===== config.mk =====
export PLATFORM = sky130hd
export DESIGN_NAME = lw_sram
export DESIGN_NICKNAME = d
export VERILOG_FILES = /design/src/rtl/lw_sram_pkg.sv /design/src/rtl/lw_sram_ctrl.sv /design/src/rtl/lw_sram_array.sv /design/src/rtl/lw_sram_late.sv /design/src/rtl/lw_sram_out.sv /design/src/rtl/lw_sram.sv
export SDC_FILE = /design/constraint.sdc
export NUM_CORES = 2
export LEC_CHECK = 0
export BUFFER_PORTS_ARGS = -buffer_cell sky130_fd_sc_hd__buf_2
export CORE_MARGIN = 3
export CORE_UTILIZATION = 60
export DETAILED_ROUTE_END_ITERATION = 8
export PLACE_DENSITY = 0.76
export SKIP_CTS_REPAIR_TIMING = 1
export SLEW_MARGIN = 20
export SYNTH_ARGS = -nofsm -noshare
export SYNTH_HDL_FRONTEND = slang
export SYNTH_SLANG_ARGS = --single-unit

===== constraint.sdc =====
create_clock -name clk -period 3.5 [get_ports clk]
set_clock_uncertainty 0.2 [all_clocks]
set_input_delay 0.35 -clock clk [delete_from_list [all_inputs] [get_ports clk]]
set_output_delay 0.35 -clock clk [all_outputs]
set_load 0.1 [all_outputs]

===== src/rtl/lw_sram_pkg.sv =====
package lw_sram_pkg;

    typedef enum logic [1:0] {
        ST_IDLE     = 2'd0,
        ST_RD_BURST = 2'd1,
        ST_WR_BURST = 2'd2
    } burst_st_e;

    // Low two address bits of a burst beat: XOR for interleaved, add for linear.
    function automatic logic [1:0] beat_lo(input logic [1:0] start,
                                           input logic [1:0] beat,
                                           input logic       ilv);
        return ilv ? (start ^ beat) : (start + beat);
    endfunction

endpackage


===== src/rtl/lw_sram_ctrl.sv =====
module lw_sram_ctrl
    import lw_sram_pkg::*;
#(
    parameter int ADDR_W = 6,
    parameter int NB     = 4
) (
    input  logic              clk,
    input  logic              rst_n,
    input  logic              ilv_order,
    input  logic [ADDR_W-1:0] addr,
    input  logic              sel_a_n,
    input  logic              sel_b,
    input  logic              sel_c_n,
    input  logic              ld,
    input  logic              wr,
    input  logic [NB-1:0]     be,
    input  logic              sleep,
    output logic              s1_vld,
    output logic              s1_wr,
    output logic [ADDR_W-1:0] s1_addr,
    output logic [NB-1:0]     s1_be
);
    localparam int HI_W = ADDR_W - 2;

    burst_st_e         st_q, st_d;
    logic [ADDR_W-1:0] base_q, base_d;
    logic [1:0]        cnt_q, cnt_d;
    logic              nxt_vld, nxt_wr;
    logic [ADDR_W-1:0] nxt_addr;
    logic              chip_on;

    assign chip_on = !sel_a_n && sel_b && !sel_c_n;

    // State register and captured access slot
    always_ff @(posedge clk) begin
        if (!rst_n) begin
            st_q    <= ST_IDLE;
            base_q  <= '0;
            cnt_q   <= '0;
            s1_vld  <= 1'b0;
            s1_wr   <= 1'b0;
            s1_addr <= '0;
            s1_be   <= '0;
        end else begin
            st_q    <= st_d;
            base_q  <= base_d;
            cnt_q   <= cnt_d;
            s1_vld  <= nxt_vld;
            s1_wr   <= nxt_wr;
            s1_addr <= nxt_addr;
            s1_be   <= be;
        end
    end

    // Next-state logic
    always_comb begin
        st_d   = st_q;
        base_d = base_q;
        cnt_d  = cnt_q;
        if (sleep) begin
            st_d = ST_IDLE;
        end else if (ld) begin
            if (chip_on) begin
                st_d   = wr ? ST_WR_BURST : ST_RD_BURST;
                base_d = addr;
                cnt_d  = 2'd0;
            end else begin
                st_d = ST_IDLE;
            end
        end else begin
            unique case (st_q)
                ST_IDLE:                  st_d = ST_IDLE;
                ST_RD_BURST, ST_WR_BURST: cnt_d = cnt_q + 2'd1;
                default:                  st_d = ST_IDLE;
            endcase
        end
    end

    // Output logic: the access captured on the next edge
    always_comb begin
        nxt_vld  = 1'b0;
        nxt_wr   = 1'b0;
        nxt_addr = addr;
        if (!sleep) begin
            if (ld) begin
                nxt_vld = chip_on;
                nxt_wr  = wr;
            end else begin
                unique case (st_q)
                    ST_RD_BURST: begin
                        nxt_vld  = 1'b1;
                        nxt_addr = {base_q[ADDR_W-1:2],
                                    beat_lo(base_q[1:0], cnt_q + 2'd1, ilv_order)};
                    end
                    ST_WR_BURST: begin
                        nxt_vld  = 1'b1;
                        nxt_wr   = 1'b1;
                        nxt_addr = {base_q[ADDR_W-1:2],
                                    beat_lo(base_q[1:0], cnt_q + 2'd1, ilv_order)};
                    end
                    default: nxt_vld = 1'b0;
                endcase
            end
        end
    end

    // a deselecting load opens no access
    p_desel_r1: assert property (@(posedge clk) disable iff (!rst_n)
        (ld && !sleep && !chip_on) |=> !s1_vld);

    // sleep starts nothing
    p_sleep_block_r11: assert property (@(posedge clk) disable iff (!rst_n)
        sleep |=> !s1_vld);

    // a beat keeps the upper address bits and moves the low bits
    p_burst_step_r7: assert property (@(posedge clk) disable iff (!rst_n)
        (!ld && !sleep && st_q != ST_IDLE)
        |=> (s1_vld && $stable(s1_addr[ADDR_W-1:2])
             && s1_addr[1:0] != $past(s1_addr[1:0])));

    logic [HI_W-1:0] unused_hi;
    assign unused_hi = base_q[ADDR_W-1:2];

endmodule


===== src/rtl/lw_sram_array.sv =====
module lw_sram_array #(
    parameter int ADDR_W = 6,
    parameter int NB     = 4,
    parameter int BW     = 9
) (
    input  logic              clk,
    input  logic              we,
    input  logic [ADDR_W-1:0] waddr,
    input  logic [NB-1:0]     wbe,
    input  logic [NB*BW-1:0]  wdata,
    input  logic [ADDR_W-1:0] raddr,
    output logic [NB*BW-1:0]  rdata
);
    localparam int DEPTH = 1 << ADDR_W;

    for (genvar b = 0; b < NB; b++) begin : g_lane
        logic [BW-1:0] lane [DEPTH];

        always_ff @(posedge clk) begin
            if (we && wbe[b]) begin
                lane[waddr] <= wdata[b*BW +: BW];
            end
        end

        assign rdata[b*BW +: BW] = lane[raddr];
    end

endmodule


===== src/rtl/lw_sram_late.sv =====
module lw_sram_late #(
    parameter int ADDR_W = 6,
    parameter int NB     = 4,
    parameter int BW     = 9
) (
    input  logic              clk,
    input  logic              rst_n,
    input  logic              flow_mode,
    input  logic              s1_vld,
    input  logic              s1_wr,
    input  logic [ADDR_W-1:0] s1_addr,
    input  logic [NB-1:0]     s1_be,
    input  logic [NB*BW-1:0]  wdata,
    input  logic [NB*BW-1:0]  arr_rd,
    output logic              cm_we,
    output logic [ADDR_W-1:0] cm_addr,
    output logic [NB-1:0]     cm_be,
    output logic [NB*BW-1:0]  fwd_rd
);
    logic              s2_vld, s2_wr;
    logic [ADDR_W-1:0] s2_addr;
    logic [NB-1:0]     s2_be;
    logic              hit;

    // Second stage holds a pipelined write until its data arrives
    always_ff @(posedge clk) begin
        if (!rst_n) begin
            s2_vld  <= 1'b0;
            s2_wr   <= 1'b0;
            s2_addr <= '0;
            s2_be   <= '0;
        end else begin
            s2_vld  <= s1_vld;
            s2_wr   <= s1_wr;
            s2_addr <= s1_addr;
            s2_be   <= s1_be;
        end
    end

    // Flow-through commits from stage one, pipelined from stage two
    always_comb begin
        if (flow_mode) begin
            cm_we   = s1_vld && s1_wr;
            cm_addr = s1_addr;
            cm_be   = s1_be;
        end else begin
            cm_we   = s2_vld && s2_wr;
            cm_addr = s2_addr;
            cm_be   = s2_be;
        end
    end

    assign hit = !flow_mode && s2_vld && s2_wr && (s2_addr == s1_addr);

    for (genvar b = 0; b < NB; b++) begin : g_fwd
        assign fwd_rd[b*BW +: BW] = (hit && s2_be[b]) ? wdata[b*BW +: BW]
                                                      : arr_rd[b*BW +: BW];
    end

    // a pipelined write commits on the edge after it leaves stage one
    p_late_commit_r4: assert property (@(posedge clk) disable iff (!rst_n)
        (!flow_mode && s1_vld && s1_wr) |=> cm_we);

endmodule


===== src/rtl/lw_sram_out.sv =====
module lw_sram_out #(
    parameter int DW = 36
) (
    input  logic          clk,
    input  logic          rst_n,
    input  logic          flow_mode,
    input  logic          s1_rd,
    input  logic [DW-1:0] fwd_rd,
    input  logic          oe,
    input  logic          sleep,
    output logic [DW-1:0] rdata,
    output logic          rdata_oe
);
    logic [DW-1:0] pipe_q;
    logic          pipe_vld_q;
    logic [DW-1:0] sel_d;
    logic          sel_v;

    always_ff @(posedge clk) begin
        if (!rst_n) begin
            pipe_q     <= '0;
            pipe_vld_q <= 1'b0;
        end else begin
            pipe_q     <= fwd_rd;
            pipe_vld_q <= s1_rd;
        end
    end

    always_comb begin
        sel_d    = flow_mode ? fwd_rd : pipe_q;
        sel_v    = flow_mode ? s1_rd  : pipe_vld_q;
        rdata_oe = sel_v && oe && !sleep;
        rdata    = rdata_oe ? sel_d : '0;
    end

    // output enable low silences the bus
    p_oe_off_r10: assert property (@(posedge clk) disable iff (!rst_n)
        !oe |-> (!rdata_oe && rdata == '0));

    // sleep silences the bus
    p_sleep_off_r11: assert property (@(posedge clk) disable iff (!rst_n)
        sleep |-> (!rdata_oe && rdata == '0));

    // a pipelined read drives nothing in its own capture cycle
    p_pipe_delay_r2: assert property (@(posedge clk) disable iff (!rst_n)
        (!flow_mode && !$past(s1_rd) && s1_rd) |-> !rdata_oe);

endmodule


===== src/rtl/lw_sram.sv =====
module lw_sram #(
    parameter int ADDR_W = 6,
    parameter int NB     = 4,
    parameter int BW     = 9
) (
    input  logic                clk,
    input  logic                rst_n,
    input  logic                flow_mode,
    input  logic                ilv_order,
    input  logic [ADDR_W-1:0]   addr,
    input  logic                sel_a_n,
    input  logic                sel_b,
    input  logic                sel_c_n,
    input  logic                ld,
    input  logic                wr,
    input  logic [NB-1:0]       be,
    input  logic [NB*BW-1:0]    wdata,
    input  logic                oe,
    input  logic                sleep,
    output logic [NB*BW-1:0]    rdata,
    output logic                rdata_oe
);
    localparam int DW = NB * BW;

    logic              s1_vld, s1_wr, s1_rd;
    logic [ADDR_W-1:0] s1_addr;
    logic [NB-1:0]     s1_be;
    logic              cm_we;
    logic [ADDR_W-1:0] cm_addr;
    logic [NB-1:0]     cm_be;
    logic [DW-1:0]     arr_rd, fwd_rd;

    assign s1_rd = s1_vld && !s1_wr;

    lw_sram_ctrl #(.ADDR_W(ADDR_W), .NB(NB)) u_ctrl (
        .clk(clk), .rst_n(rst_n), .ilv_order(ilv_order), .addr(addr),
        .sel_a_n(sel_a_n), .sel_b(sel_b), .sel_c_n(sel_c_n),
        .ld(ld), .wr(wr), .be(be), .sleep(sleep),
        .s1_vld(s1_vld), .s1_wr(s1_wr), .s1_addr(s1_addr), .s1_be(s1_be)
    );

    lw_sram_late #(.ADDR_W(ADDR_W), .NB(NB), .BW(BW)) u_late (
        .clk(clk), .rst_n(rst_n), .flow_mode(flow_mode),
        .s1_vld(s1_vld), .s1_wr(s1_wr), .s1_addr(s1_addr), .s1_be(s1_be),
        .wdata(wdata), .arr_rd(arr_rd),
        .cm_we(cm_we), .cm_addr(cm_addr), .cm_be(cm_be), .fwd_rd(fwd_rd)
    );

    lw_sram_array #(.ADDR_W(ADDR_W), .NB(NB), .BW(BW)) u_array (
        .clk(clk), .we(cm_we), .waddr(cm_addr), .wbe(cm_be), .wdata(wdata),
        .raddr(s1_addr), .rdata(arr_rd)
    );

    lw_sram_out #(.DW(DW)) u_out (
        .clk(clk), .rst_n(rst_n), .flow_mode(flow_mode), .s1_rd(s1_rd),
        .fwd_rd(fwd_rd), .oe(oe), .sleep(sleep),
        .rdata(rdata), .rdata_oe(rdata_oe)
    );

endmodule


==> impl_results.md <==
* Status: complete, but fails checks
* Failing checks: hold timing, setup timing
* P_sw at roughly 13 mW
* Share of cells above drive strength 1 at 30.7%
* Die area at 160000 µm²
* Post-synthesis register bit count at roughly 2400
* First-pass GRT wire length at 372000 µm
* Die W at ~400 µm
* Max Fclk at 232 MHz
* Setup TNS at -23.17 ns
* Vias per inst at between 6 and 7
* RSZ-0062 raised after global routing: true
* Core area at about 150000 µm²
* Chip Height at ~400 µm
* Slew Viols, Final at 0
* CTS tree: yes
* Clock Power Share at approximately two fifths
* Final Non-Filler Cells at about 7900
* Distinct cells, synth at 70
* P_leak at ~36 nW
* Starting Density at roughly three fifths
* Total power at between 50 and 60 mW
* Syn Nets at about 4900
* Iteration-0 DRC Markers at between 8000 and 9000
* FILL cells at 8504
* Net Sw Frac at 21.8%
* Post-synth EDFFs at around 2300
* Final Setup Violations at 39
* Yosys Warn Count at 0
* Internal power at ~46 mW
* CTS Root Cell: clkbuf_16
* Routability congestion estimate at around 1.0
* Clock latency on the worst-skew pair at about 0.86 ns
* Number of remaining DRC errors at 0
* Hold WS at -0.0477 ns
* Type of origin of the critical path: flop
* Hold Path Class: input pin to flop
* Combinational power share at roughly 6.5%
* WP data required at around 3.0 ns
* Clock slew seen by the registers of the worst setup and hold paths at ~0.070 ns
* Initial antenna violation count at 9
* Dpl hpwl at roughly 170000 µm
* CP Capture Type: output port
* TritonCTS buffer count at about 220
* Placed cells at between 7000 and 8000
* Seq pwr share at ~53%
* Synth-to-layout area growth at 20.1%
* Cells after Synth at about 5000
* Async set-reset flop share out of synthesis at 0%
* H-tree Lvls at 4
* Final hold violation count at 2
* PortBufs at 93
* Tot GR Track Use at around a third
* Clock Path Buffers at 3
* Setup CP Type: flop to output port
* Critical path arrival at approximately 3.8 ns
* Power per cell area at about 530 nW/µm²
* PnR worst setup slack at -0.807 ns
* Post-synthesis sequential area ratio at approximately three quarters
* WL final at between 200000 and 300000 µm
* Routed Antenna Nets at 0
* Num Clock Sinks at between 2000 and 2500
* Setup Slack @ Placement at -0.163 ns
* Core Rows at around 140
* Fin nets at between 5000 and 6000
* Detailed Routing Iterations Pass 1 at 9
* GR Overflow Total at 0
* Rel. slew slack at 22.6%
* Vias at 54809
* CP max FO at 8
* Main flop type after synthesis: edfxtp_1
* Tmin final at between 4 and 5 ns
* Max-cap viol count at 0
* Vias in the first global route at approximately 52000
* I/O pin count at 94
* Avg Cell Area, Syn at 19.1 µm²
* Routed wire length per instance at between 30 and 40 µm
* Post-Syn Area at around 93000 µm²
* VDD IR max at approximately 540 µV
* Largest net degree at the start of global routing at 66
* Crit share post-route at 123%
* Worst Max-Slew Pin Slew at roughly 1.2 ns
[per-stage QoR]
step           instance area (µm²)  utilization [%]
2_1_floorplan                93300                -
6_report                    112000             72.6
4_1_cts                     108000             70.2
3_5_place_dp                101000             65.5
5_1_grt                     112000             72.6
3_3_place_gp                101000             65.5
[final cells by class]
cell class              count  area, µm²  share of cell area, %
repair buffers            878       9270                   8.29
flip-flops and latches   2375      70600                   63.1
well taps                2044       2560                   2.28
inverters                   9       35.0                 0.0313
multi-input cells        2200      22200                   19.8
clock inverters           132       1400                   1.25
clock buffers             274       5850                   5.23
diodes                      9       22.5                 0.0201
[Yosys cell counts, drive strengths merged, types with 40 or more instances]
master  count  area [µm²]
nor3       40         200
clkbuf    111         417
o21ai      61         305
a22oi     218        1640
mux2i     452        4530
nand2     191         719
nand3      55         275
nor2      303        1160
mux4      375        8450
a21oi     117         589
edfxtp   2304       69200
dfxtp      71        1420
o22ai      79         494
buf       173        1380
[state kept, by name, indices dropped and copies added (netlist names), 4 cells and up]
name	flops
u_array.g_lane.lane	2304
u_out.pipe_q	36
u_ctrl.base_q	6
u_ctrl.s1_addr	6
u_late.s2_addr	6
u_ctrl.s1_be	4
u_late.s2_be	4
[per-layer routing]
layer / vias up / global-route usage (%) / routed length (µm)
met5: - / 0 / 51
met4: 8 / 13.9 / 14900
met3: 930 / 9.92 / 39100
met2: 4779 / 49.5 / 128000
met1: 27658 / 44.9 / 93700
li1: 21434 / - / -
[power groups by stage]
stage	Clock, mW	Combinational, mW	Sequential [mW]
floorplan	0	1.66	31.8
global placement	0	3.13	31.9
detailed placement	0	3.19	31.9
CTS	24.1	3.22	31.3
global route	25.3	3.98	31.2
finish	24.1	3.88	31.2
[final timing paths]
kind / from / endpoint / slack, ns / cells past startpoint
setup / recovery: u_ctrl.s1_addr[0] / rdata[16] / -0.81 / 11
hold / removal: wdata[35] / u_out.pipe_q[35] / -0.05 / 3
setup reg to reg: u_ctrl.s1_addr[0] / u_array.g_lane[2].lane[57][7] / -0.02 / 11
hold reg to reg: u_ctrl.s1_wr / u_out.pipe_vld_q / 0.28 / 1
[cell usage in the layout, fill, tap and decap left out, types with 28 or more instances in the layout]
cell type / count
a21oi_1: 82
a21oi_2: 30
a22oi_1: 177
a22oi_2: 41
buf_12: 136
buf_2: 31
buf_4: 570
buf_6: 28
clkbuf_1: 42
clkbuf_16: 240
clkinv_1: 50
clkinv_2: 35
dfxtp_1: 65
dlygate4sd3_1: 59
edfxtp_1: 2304
mux2i_1: 434
mux4_2: 375
nand2_1: 183
nand2b_1: 28
nand3_1: 53
nand3b_1: 30
nor2_1: 287
o21ai_0: 29
o22ai_1: 65
[critical path: stages, from the launching register on]
cell	delay [ns]
dfxtp_4	0.41
buf_6	0.13
buf_16	0.15
buf_8	0.15
buf_4	0.13
mux4_2	0.53
mux2_2	0.29
o22ai_1	0.24
a31o_2	0.17
o41a_1	0.33
a21oi_4	0.14
buf_12	0.22
[logic make-up after synthesis]
logic type | share of synthesized area [%]
flops | 75.8
xor+xnor | 0.0846
fa+ha+maj | 0.0268
mux | 14.2
compound gates | 4.18
simple gates | 3.81
buf+inv | 1.96
(Power assumes the default switching activity.)
